File: src/rtl/eprom_burn_pkg.sv
package eprom_burn_pkg;

  typedef enum logic [2:0] {
    TGT_CODE  = 3'd0,
    TGT_CRYPT = 3'd1,
    TGT_LOCK1 = 3'd2,
    TGT_LOCK2 = 3'd3,
    TGT_LOCK3 = 3'd4
  } burn_tgt_e;

  typedef enum logic [2:0] {
    ST_IDLE,
    ST_SETUP,
    ST_VRISE,
    ST_PULSE,
    ST_GAP,
    ST_VHOLD,
    ST_DONE,
    ST_ABORT
  } burn_st_e;

  function automatic logic tgt_valid(input logic [2:0] t);
    return t <= 3'd4;
  endfunction

  // mode line pattern, bit 4 first: row select, column select, strobe,
  // array select, lock select
  function automatic logic [4:0] mode_pattern(input logic [2:0] t);
    case (t)
      3'd0:    return 5'b01111;
      3'd1:    return 5'b01101;
      3'd2:    return 5'b11111;
      3'd3:    return 5'b11100;
      3'd4:    return 5'b10110;
      default: return 5'b01111;
    endcase
  endfunction

  function automatic int unsigned ms_cycles(input int unsigned ms, input int unsigned cpm);
    return ms * cpm;
  endfunction

  function automatic int unsigned max_u(input int unsigned a, input int unsigned b);
    return (a > b) ? a : b;
  endfunction

  function automatic int unsigned pulses_for(input logic [2:0] t, input int unsigned code_n,
                                             input int unsigned aux_n);
    return (t == 3'd0) ? code_n : aux_n;
  endfunction

endpackage

File: src/rtl/burn_req_latch.sv
module burn_req_latch
  import eprom_burn_pkg::*;
#(
  parameter int unsigned ADDR_W = 14,
  parameter int unsigned DATA_W = 8,
  parameter int unsigned MODE_W = 5
) (
  input  logic              clk,
  input  logic              rst_n,
  input  logic              load,
  input  logic [ADDR_W-1:0] addr_in,
  input  logic [DATA_W-1:0] data_in,
  input  logic [2:0]        tgt,
  output logic [ADDR_W-1:0] addr_q,
  output logic [DATA_W-1:0] data_q,
  output logic [MODE_W-1:0] mode_q
);

  logic [4:0] pattern;
  assign pattern = mode_pattern(tgt);

  always_ff @(posedge clk or negedge rst_n) begin
    if (!rst_n) begin
      addr_q <= '0;
      data_q <= '0;
    end else if (load) begin
      addr_q <= addr_in;
      data_q <= data_in;
    end
  end

  // one flop per mode line
  for (genvar i = 0; i < MODE_W; i++) begin : g_mode
    always_ff @(posedge clk or negedge rst_n) begin
      if (!rst_n)    mode_q[i] <= 1'b0;
      else if (load) mode_q[i] <= pattern[i];
    end
  end

endmodule

File: src/rtl/burn_timer.sv
module burn_timer #(
  parameter int unsigned TW = 20
) (
  input  logic          clk,
  input  logic          rst_n,
  input  logic          load,
  input  logic [TW-1:0] load_val,
  output logic          expired
);

  logic [TW-1:0] cnt;

  always_ff @(posedge clk or negedge rst_n) begin
    if (!rst_n)          cnt <= '0;
    else if (load)       cnt <= load_val;
    else if (cnt != '0)  cnt <= cnt - 1'b1;
  end

  assign expired = (cnt == '0);

endmodule

File: src/rtl/burn_pulse_cnt.sv
module burn_pulse_cnt #(
  parameter int unsigned PW = 5
) (
  input  logic          clk,
  input  logic          rst_n,
  input  logic          load,
  input  logic [PW-1:0] load_val,
  input  logic          dec,
  output logic          last
);

  logic [PW-1:0] left;

  always_ff @(posedge clk or negedge rst_n) begin
    if (!rst_n)                  left <= '0;
    else if (load)               left <= load_val;
    else if (dec && left != '0)  left <= left - 1'b1;
  end

  assign last = (left == PW'(1));

endmodule

File: src/rtl/eprom_burn_seq.sv
module eprom_burn_seq
  import eprom_burn_pkg::*;
#(
  parameter int unsigned ADDR_W       = 14,
  parameter int unsigned DATA_W       = 8,
  parameter int unsigned CLK_PER_MS   = 5000,
  parameter int unsigned SETUP_CYC    = 48,
  parameter int unsigned HOLD_CYC     = 48,
  parameter int unsigned VPP_SETUP_MS = 10,
  parameter int unsigned VPP_HOLD_MS  = 10,
  parameter int unsigned PULSE_MS     = 100,
  parameter int unsigned GAP_MS       = 10,
  parameter int unsigned CODE_PULSES  = 5,
  parameter int unsigned AUX_PULSES   = 25
) (
  input  logic              clk,
  input  logic              rst_n,
  input  logic              req,
  input  logic [2:0]        target,
  input  logic [ADDR_W-1:0] addr_in,
  input  logic [DATA_W-1:0] data_in,
  input  logic              abort,
  output logic              busy,
  output logic              done,
  output logic [ADDR_W-1:0] addr_out,
  output logic [DATA_W-1:0] data_out,
  output logic [4:0]        mode_ctl,
  output logic              vpp_en,
  output logic              prog_n
);

  localparam int unsigned SETUP_D = SETUP_CYC;
  localparam int unsigned VRISE_D = ms_cycles(VPP_SETUP_MS, CLK_PER_MS);
  localparam int unsigned PULSE_D = ms_cycles(PULSE_MS, CLK_PER_MS);
  localparam int unsigned GAP_D   = ms_cycles(GAP_MS, CLK_PER_MS);
  localparam int unsigned ABORT_D = ms_cycles(VPP_HOLD_MS, CLK_PER_MS);
  localparam int unsigned HOLD_D  = max_u(ABORT_D, HOLD_CYC);
  localparam int unsigned MAX_D   = max_u(max_u(max_u(SETUP_D, VRISE_D), max_u(PULSE_D, GAP_D)),
                                          HOLD_D);
  localparam int unsigned TW      = $clog2(MAX_D + 1);
  localparam int unsigned PW      = $clog2(max_u(CODE_PULSES, AUX_PULSES) + 1);

  burn_st_e st, st_nxt;

  // named internal events
  logic          accept;
  logic          abort_hit;
  logic          tmr_exp;
  logic          last_pulse;
  logic          tmr_ld;
  logic [TW-1:0] tmr_val;
  logic          pc_dec;
  logic          hv_phase;

  assign accept    = req && (st == ST_IDLE) && tgt_valid(target);
  assign hv_phase  = st inside {ST_VRISE, ST_PULSE, ST_GAP, ST_VHOLD};
  assign abort_hit = abort && (hv_phase || st == ST_SETUP);

  burn_req_latch #(.ADDR_W(ADDR_W), .DATA_W(DATA_W), .MODE_W(5)) u_latch (
    .clk     (clk),
    .rst_n   (rst_n),
    .load    (accept),
    .addr_in (addr_in),
    .data_in (data_in),
    .tgt     (target),
    .addr_q  (addr_out),
    .data_q  (data_out),
    .mode_q  (mode_ctl)
  );

  burn_timer #(.TW(TW)) u_timer (
    .clk      (clk),
    .rst_n    (rst_n),
    .load     (tmr_ld),
    .load_val (tmr_val),
    .expired  (tmr_exp)
  );

  burn_pulse_cnt #(.PW(PW)) u_pcnt (
    .clk      (clk),
    .rst_n    (rst_n),
    .load     (accept),
    .load_val (PW'(pulses_for(target, CODE_PULSES, AUX_PULSES))),
    .dec      (pc_dec),
    .last     (last_pulse)
  );

  always_comb begin
    st_nxt  = st;
    tmr_ld  = 1'b0;
    tmr_val = '0;
    pc_dec  = 1'b0;
    case (st)
      ST_IDLE: if (accept) begin
        st_nxt = ST_SETUP; tmr_ld = 1'b1; tmr_val = TW'(SETUP_D - 1);
      end
      ST_SETUP: if (tmr_exp) begin
        st_nxt = ST_VRISE; tmr_ld = 1'b1; tmr_val = TW'(VRISE_D - 1);
      end
      ST_VRISE: if (tmr_exp) begin
        st_nxt = ST_PULSE; tmr_ld = 1'b1; tmr_val = TW'(PULSE_D - 1);
      end
      ST_PULSE: if (tmr_exp) begin
        pc_dec = 1'b1;
        tmr_ld = 1'b1;
        if (last_pulse) begin
          st_nxt = ST_VHOLD; tmr_val = TW'(HOLD_D - 1);
        end else begin
          st_nxt = ST_GAP;   tmr_val = TW'(GAP_D - 1);
        end
      end
      ST_GAP: if (tmr_exp) begin
        st_nxt = ST_PULSE; tmr_ld = 1'b1; tmr_val = TW'(PULSE_D - 1);
      end
      ST_VHOLD: if (tmr_exp) st_nxt = ST_DONE;
      ST_DONE:  st_nxt = ST_IDLE;
      ST_ABORT: if (tmr_exp) st_nxt = ST_IDLE;
      default:  st_nxt = ST_IDLE;
    endcase
    if (abort_hit) begin
      st_nxt  = ST_ABORT;
      tmr_ld  = 1'b1;
      tmr_val = TW'(ABORT_D - 1);
      pc_dec  = 1'b0;
    end
  end

  always_ff @(posedge clk or negedge rst_n) begin
    if (!rst_n) st <= ST_IDLE;
    else        st <= st_nxt;
  end

  assign busy   = (st != ST_IDLE);
  assign done   = (st == ST_DONE);
  assign vpp_en = hv_phase && !abort;
  assign prog_n = !((st == ST_PULSE) && !abort);

endmodule

File: config.mk
export PLATFORM = sky130hd
export DESIGN_NAME = eprom_burn_seq
export DESIGN_NICKNAME = d
export VERILOG_FILES = /design/src/rtl/eprom_burn_pkg.sv /design/src/rtl/burn_req_latch.sv /design/src/rtl/burn_timer.sv /design/src/rtl/burn_pulse_cnt.sv /design/src/rtl/eprom_burn_seq.sv
export SDC_FILE = /design/constraint.sdc
export NUM_CORES = 1
export LEC_CHECK = 0
export CORE_ASPECT_RATIO = 1.75
export CORE_MARGIN = 3
export CORE_UTILIZATION = 45
export DETAILED_ROUTE_END_ITERATION = 8
export PLACE_DENSITY = 0.83
export SYNTH_ARGS = -nofsm -noshare
export SYNTH_HDL_FRONTEND = slang
export SYNTH_SLANG_ARGS = --single-unit
export TNS_END_PERCENT = 1
File: constraint.sdc
create_clock -name clk -period 3.8 [get_ports clk]
set_clock_uncertainty 0.05 [all_clocks]
set_input_delay 0.38 -clock clk [delete_from_list [all_inputs] [get_ports clk]]
set_output_delay 0.38 -clock clk [all_outputs]
set_load 0.02 [all_outputs]
==> summary.md, run 1 <==
| Metric | Value |
|---|---|
| Status | `finished clean` |
| Final nets | `391` |
| Slew @ Worst Pin | `0.993 ns` |
| DRC | `0` |
| RSZ-0062 raised after global routing | `false` |
| Post-Route WL | `6870 um` |
| Cell variety after synth | `60` |
| WP data arrival | `2.68 ns` |
| Synth Cell Area | `0.00284 mm^2` |
| CP endpoint kind | `flop` |
| CP max-delay cell | `or2_1` |
| Number of global-route vias before repair | `2451` |
| Postcts setup bufs | `0` |
| H-tree Lvls | `2` |
| Gr usage total | `20.4%` |
| Worst vdd ir | `0.341 mV` |
| Final hold violation count | `0` |
| PwrDens | `664 mW/mm^2` |
| PortBufs | `59` |
| Num Clock Sinks | `54` |
| Routability Congestion | `0.891` |
| First-pass GRT wire length | `11800 um` |
| TritonCTS clock tree | `yes` |
| Leak | `1.54 nW` |
| Synthesis-to-layout area growth | `24.5%` |
| CP top delay family | `simple AND/OR/NAND/NOR gates` |
| WS Path Type | `flop to flop` |
| Number of I/O pins | `60` |
| Hold WS | `0.0206 ns` |
| Util after Layout | `58.7%` |
| Via count | `2429` |
| Starting Density | `47.2%` |
| Full die area | `0.00733 mm^2` |
| Mapped Cells | `304` |
| DR pass1 iterations | `4` |
| Final setup margin | `1.25 ns` |
| Via-per-instance ratio | `5.57` |
| MaxCap Viol Count | `0` |
| Period utilization | `67.1%` |
| Ant diodes | `0` |
| Max-slew headroom | `33.8%` |
| Post-DRT Antenna Nets | `0` |
| Bufs and invs on worst path | `0` |
| Post-synth ARST share | `100%` |
| Slowest stage delay, CP | `0.81 ns` |
| Max FO, Critical Path | `28` |
| Detailed Route Iter0 Violations | `101` |
| Post-CTS sizing | `0` |
| Chip height | `111 um` |
| CTS buffer count | `5` |
| Initial antenna violation count | `0` |
| Pins Over Slew Limit | `0` |
| DP Worst Slack | `1.01 ns` |
| Final setup viols | `0` |
| CP cell instances | `or4b_1 > or2_1 > nand2_1 > a211oi_1 > o221ai_1` |
| Per-cell routed wire length | `15.8 um` |
| Row count | `37` |
| Cts hold-fix bufs | `0` |
| Synth warn | `0` |
| Dpl hpwl | `5150 um` |
| Number of synthesized flops with an enable pin | `0` |
| Data required time of the critical path | `3.93 ns` |
| Mean Syn Cell Area | `9.33 um^2` |
| Register bit total from synthesis | `54` |
| Area of the multi-input gates | `0.00138 mm^2` |
| Maximum root-to-sink buffer count | `2` |
| Worst setup SP type | `flop` |
| Post-route cell area | `0.00353 mm^2` |
| Remaining global-route overflow | `0` |
| Minimum clock period after layout | `2.55 ns` |
| Register area share after synthesis | `47.6%` |
| Worst-path clk slew | `0.09 ns` |
| Layout cells sized above 1 | `6.42%` |
| Reg area | `0.00135 mm^2` |
| Root Buffer | `clkbuf_8` |
| Worst-Skew Late Latency | `0.30 ns` |
| # fillers | `526` |
| Synth Flop Type | `dfrtp_1` |
| Core box area | `0.00602 mm^2` |
| Hold crit path type | `input port to asynchronous set/reset pin` |
| DP Area | `0.00345 mm^2` |
| Pin count of the biggest net entering global routing | `30` |
| Setup TNS | `0 ns` |
| Die width | `66.0 um` |
| Max Freq | `392 MHz` |
| Syn_nets | `337` |
Yosys cell counts (2+ instances only):
master	count	area (um^2)
buf_6	3	33.8
and2_1	7	43.8
xnor2_1	7	61.3
clkbuf_1	4	15.0
dfrtp_1	54	1350
nand4b_1	4	35.0
nand2b_1	6	37.5
o211ai_1	2	15.0
buf_2	6	30.0
ha_1	4	50.1
or3_1	2	12.5
inv_1	5	18.8
a211oi_1	3	22.5
nor2_2	2	12.5
nand3_1	7	35.0
nand4_1	6	37.5
o21ai_0	7	35.0
nor3_1	8	40.0
nand2_1	86	323
a21oi_1	8	40.0
nor4_4	2	42.5
o21ai_1	4	20.0
o21bai_1	3	22.5
nor2b_1	4	25.0
xor2_1	11	96.3
a211o_1	2	17.5
nor2_1	12	45.0
a221oi_1	3	26.3
power by group:
group | internal, mW | leakage, nW | switching, mW
registers | 0.777 | 0.658 | 0.185
clock network | 0.128 | 0.0444 | 0.182
logic | 0.501 | 0.834 | 0.571
total | 1.41 | 1.54 | 0.939
cells by family after synthesis:
logic type,synth area share (%)
simple gates,29.4
flops,47.6
compound gates,12.0
buf+inv,3.70
xor+xnor,5.56
fa+ha+maj,1.76
layer usage:
layer	GRT usage [%]	routed length, um
met4	10.9	296
met2	35.1	3850
met3	2.74	188
met5	0	0
met1	23.7	2540
metrics by stage:
stage / cells / power [mW]
final: 436 / 2.34
after global routing: 436 / 2.51
after CTS: 436 / 2.36
after detailed placement: 429 / 2.05
after global placement: 429 / 2.02
after floorplan: 304 / 1.60
sequential cells by signal, summed over array words and instances, names as in the netlist:
name            cells
u_timer.cnt        19
u_latch.addr_q     14
u_latch.data_q      8
u_latch.mode_q      5
u_pcnt.left         5
st                  3
placed cells by master, fill, tap and decap left out, drive strengths merged, types with 2 or more instances in the layout:
| cell type | synthesis | final |
|---|---|---|
| a211o | 2 | 2 |
| a211oi | 3 | 3 |
| a21oi | 9 | 9 |
| a221oi | 3 | 3 |
| a311oi | 2 | 2 |
| and2 | 7 | 7 |
| buf | 10 | 3 |
| clkbuf | 4 | 5 |
| clkdlybuf4s50 | 0 | 58 |
| dfrtp | 54 | 54 |
| ha | 4 | 4 |
| inv | 5 | 6 |
| nand2 | 86 | 86 |
| nand2b | 6 | 6 |
| nand3 | 8 | 8 |
| nand4 | 6 | 6 |
| nand4b | 4 | 4 |
| nor2 | 15 | 15 |
| nor2b | 4 | 4 |
| nor3 | 9 | 9 |
| nor4 | 3 | 3 |
| o211ai | 2 | 2 |
| o21ai | 11 | 11 |
| o21bai | 3 | 3 |
| o311ai | 2 | 2 |
| or2 | 3 | 3 |
| or3 | 3 | 3 |
| xnor2 | 7 | 7 |
| xor2 | 11 | 11 |
final cells by class:
class / instances / area share [%]
sequential: 54 / 38.3
clock buffer: 5 / 1.95
multi-input combinational: 231 / 39.1
inverter: 5 / 0.531
timing repair buffer: 61 / 17.0
tap: 78 / 2.76
clock inverter: 2 / 0.390
worst paths after layout:
path	cells past startpoint	to	slack, ns	from
min in group clk	1	u_latch.mode_q[2]	0.43	u_latch.mode_q[2]
min reg2reg	1	u_latch.mode_q[2]	0.43	u_latch.mode_q[2]
max	5	st[1]	1.25	st[1]
max reg2reg	5	st[1]	1.25	st[1]
max in group asynchronous	2	u_timer.cnt[2]	2.88	rst_n
min	1	st[0]	0.02	rst_n
No activity file was read; power rests on OpenSTA's default activity.
==> run 2: changes to the inputs <==
- PLACE_DENSITY: 0.83 -> 0.86
- clock period: 3.8 -> 2.1 ns (I/O delays scaled with it)
==> run 2 against run 1 <==
  * The flow now finishes with violations (setup timing)
  * Flip-flop and latch count is the same
  * Die area unchanged
  * Final area rose by 10%
  * Non-clock buffer count up 32
==> summary.md, run 2 (same netlist as run 1, synthesis figures left out) <==
| Metric | Value |
|---|---|
| Final nets | `423 (+8.2%)` |
| DP Worst Slack | `-0.0667 ns (-1.07 ns)` |
| Gr usage total | `21.3% (+0.94 points)` |
| Max Freq | `470 MHz (+20%)` |
| Ant diodes | `0 (unchanged)` |
| Period utilization | `101% (+34 points)` |
| RSZ-0062 raised after global routing | `true` |
| Worst-Skew Late Latency | `0.32 ns (+0.02 ns)` |
| CTS buffer count | `5 (unchanged)` |
| Slowest stage delay, CP | `0.57 ns (-0.24 ns)` |
| Status | `finished, violations left` |
| Detailed Route Iter0 Violations | `132 (+31%)` |
| Starting Density | `47.2% (unchanged)` |
| Leading registers by flop count | `u_timer.cnt x19, u_latch.addr_q x14, u_latch.data_q x8` |
| Max-slew headroom | `64.4% (+31 points)` |
| Per-cell routed wire length | `15.9 um (+0.66%)` |
| Layout cells sized above 1 | `16.4% (+9.9 points)` |
| Final setup viols | `4 (+4)` |
| WS Path Type | `flop to flop` |
| DR pass1 iterations | `5 (+1)` |
| Via-per-instance ratio | `5.49 (-1.5%)` |
| Remaining global-route overflow | `0 (unchanged)` |
| Worst vdd ir | `0.911 mV (+170%)` |
| PwrDens | `1210 mW/mm^2 (+83%)` |
| Max FO, Critical Path | `7 (-75%)` |
| Full die area | `0.00733 mm^2 (unchanged)` |
| Via count | `2574 (+6.0%)` |
| First-pass GRT wire length | `12300 um (+3.8%)` |
| Biggest register | `u_timer.cnt` |
| Post-DRT Antenna Nets | `0 (unchanged)` |
| Final hold violation count | `0 (unchanged)` |
| Die width | `66.0 um (unchanged)` |
| Row count | `37 (unchanged)` |
| Synthesis-to-layout area growth | `36.9%` |
| Initial antenna violation count | `0 (unchanged)` |
| Setup TNS | `-0.0841 ns (-0.0841 ns)` |
| Bufs and invs on worst path | `1 (+1)` |
| Worst setup SP type | `flop` |
| PortBufs | `59 (unchanged)` |
| Failing checks | `setup timing` |
| Worst-path clk slew | `0.10 ns (about the same)` |
| Pin count of the biggest net entering global routing | `25 (-17%)` |
| DRC | `0 (unchanged)` |
| Routability Congestion | `0.920 (+3.2%)` |
| Post-Route WL | `7440 um (+8.3%)` |
| Slew @ Worst Pin | `0.530 ns (-0.463 ns)` |
| Number of I/O pins | `60 (unchanged)` |
| Hold crit path type | `input port to asynchronous set/reset pin` |
| CP endpoint kind | `flop` |
| Root Buffer | `clkbuf_8` |
| Dpl hpwl | `5610 um (+8.9%)` |
| Num Clock Sinks | `54 (unchanged)` |
| Commonest non-fill, non-tap cell in the layout | `nand2_1` |
| CP top delay family | `simple AND/OR/NAND/NOR gates` |
| Most frequent cells in the layout | `nand2_1, clkdlybuf4s50_1, dfrtp_1` |
| Data required time of the critical path | `2.27 ns (-1.66 ns)` |
| Core box area | `0.00602 mm^2 (unchanged)` |
| WP data arrival | `2.30 ns (-0.38 ns)` |
| Minimum clock period after layout | `2.13 ns (-0.422 ns)` |
| CP cell instances | `or4_4 > and4b_1 > buf_6 > a311oi_4 > a221oi_1 > nor2_1` |
| Pins Over Slew Limit | `0 (unchanged)` |
| Maximum root-to-sink buffer count | `2 (unchanged)` |
| Final setup margin | `-0.0296 ns (-1.28 ns)` |
| MaxCap Viol Count | `0 (unchanged)` |
| Power, Total | `4.71 mW (+100%)` |
| CP max-delay cell | `or4_4` |
| Chip height | `111 um (unchanged)` |
| H-tree Lvls | `2 (unchanged)` |
| Number of flip-flops in the largest register | `19 (unchanged)` |
| Number of global-route vias before repair | `2617 (+6.8%)` |
| Leak | `1.74 nW (+13%)` |
| TritonCTS clock tree | `yes` |
==> run 2: cell count changes in the layout (fill, tap and decap cells not counted), moves of 2 or more <==
cell / before / now
buf_4: 2 / 31
clkdlybuf4s50_1: 58 / 56
nand2_1: 86 / 84
nand2_2: 0 / 2
nor2_2: 2 / 0
nor2_4: 1 / 3
==> run 2: final timing paths <==
check	startpoint	to	slack, ns	depth (start not counted)
min reg2reg	u_latch.data_q[0]	u_latch.data_q[0]	0.43	2
min in group clk	data_in[4]	u_latch.data_q[4]	0.35	3
min	rst_n	st[0]	0.31	2
max in group asynchronous	rst_n	u_latch.addr_q[9]	1.03	3
max reg2reg	u_timer.cnt[15]	u_timer.cnt[14]	-0.03	6
max	u_timer.cnt[15]	u_timer.cnt[14]	-0.03	6
==> run 2: metal layers <==
| layer | up-vias | global-route usage (%) | routed length (um) |
|---|---|---|---|
| met3 | 24 | 3.35 | 280 |
| met5 | - | 0 | 0 |
| li1 | 1221 | - | - |
| met1 | 1250 | 23.4 | 2670 |
| met2 | 79 | 38.6 | 4210 |
| met4 | 0 | 9.77 | 273 |
==> run 2: worst register-to-register path: stages (launching register included) <==
cell      delay, ns
dfrtp_1        0.39
or4_4          0.57
and4b_1        0.34
buf_6          0.13
a311oi_4       0.15
a221oi_1       0.32
nor2_1         0.07
==> run 2: power by group <==
part | total, mW | internal [mW] | switching (mW) | leakage [nW]
Clock | 0.744 | 0.364 | 0.380 | 0.0591
Combinational | 2.29 | 1.10 | 1.19 | 1.02
Sequential | 1.67 | 1.41 | 0.265 | 0.658
Total | 4.71 | 2.87 | 1.84 | 1.74
==> run 2: through the flow <==
step / instance area [um^2] / cells / hold WS [ns] / util [%]
floorplan: 2840 / 304 / -0.136 / -
global placement: 3680 / 458 / 0.138 / 61.1
detailed placement: 3680 / 458 / 0.148 / 61.1
CTS: 3810 / 467 / 0.321 / 63.3
global route: 3880 / 469 / 0.356 / 64.5
finish: 3880 / 469 / 0.311 / 64.5
==> run 2: final cells by class <==
cell class                      count  area (um^2)
Clock buffer                        5         68.8
Inverter                            5         18.8
Fill cell                         489         2130
Tap cell                           78         97.6
Timing Repair Buffer               93          861
Multi-Input combinational cell    231         1440
Clock inverter                      3         47.5
Sequential cell                    54         1350
==> run 2: repair_timing <==
| item | 4_1_cts | 5_1_grt |
|---|---|---|
| pin swaps | 0 | 7 |
| buffers inserted | 0 | 3 |
| resized for setup | 2 | 14 |
| setup endpoints to repair | 6 | 24 |
| endpoints found under the hold margin | 18 | 0 |
| hold buffers | 1 | 0 |
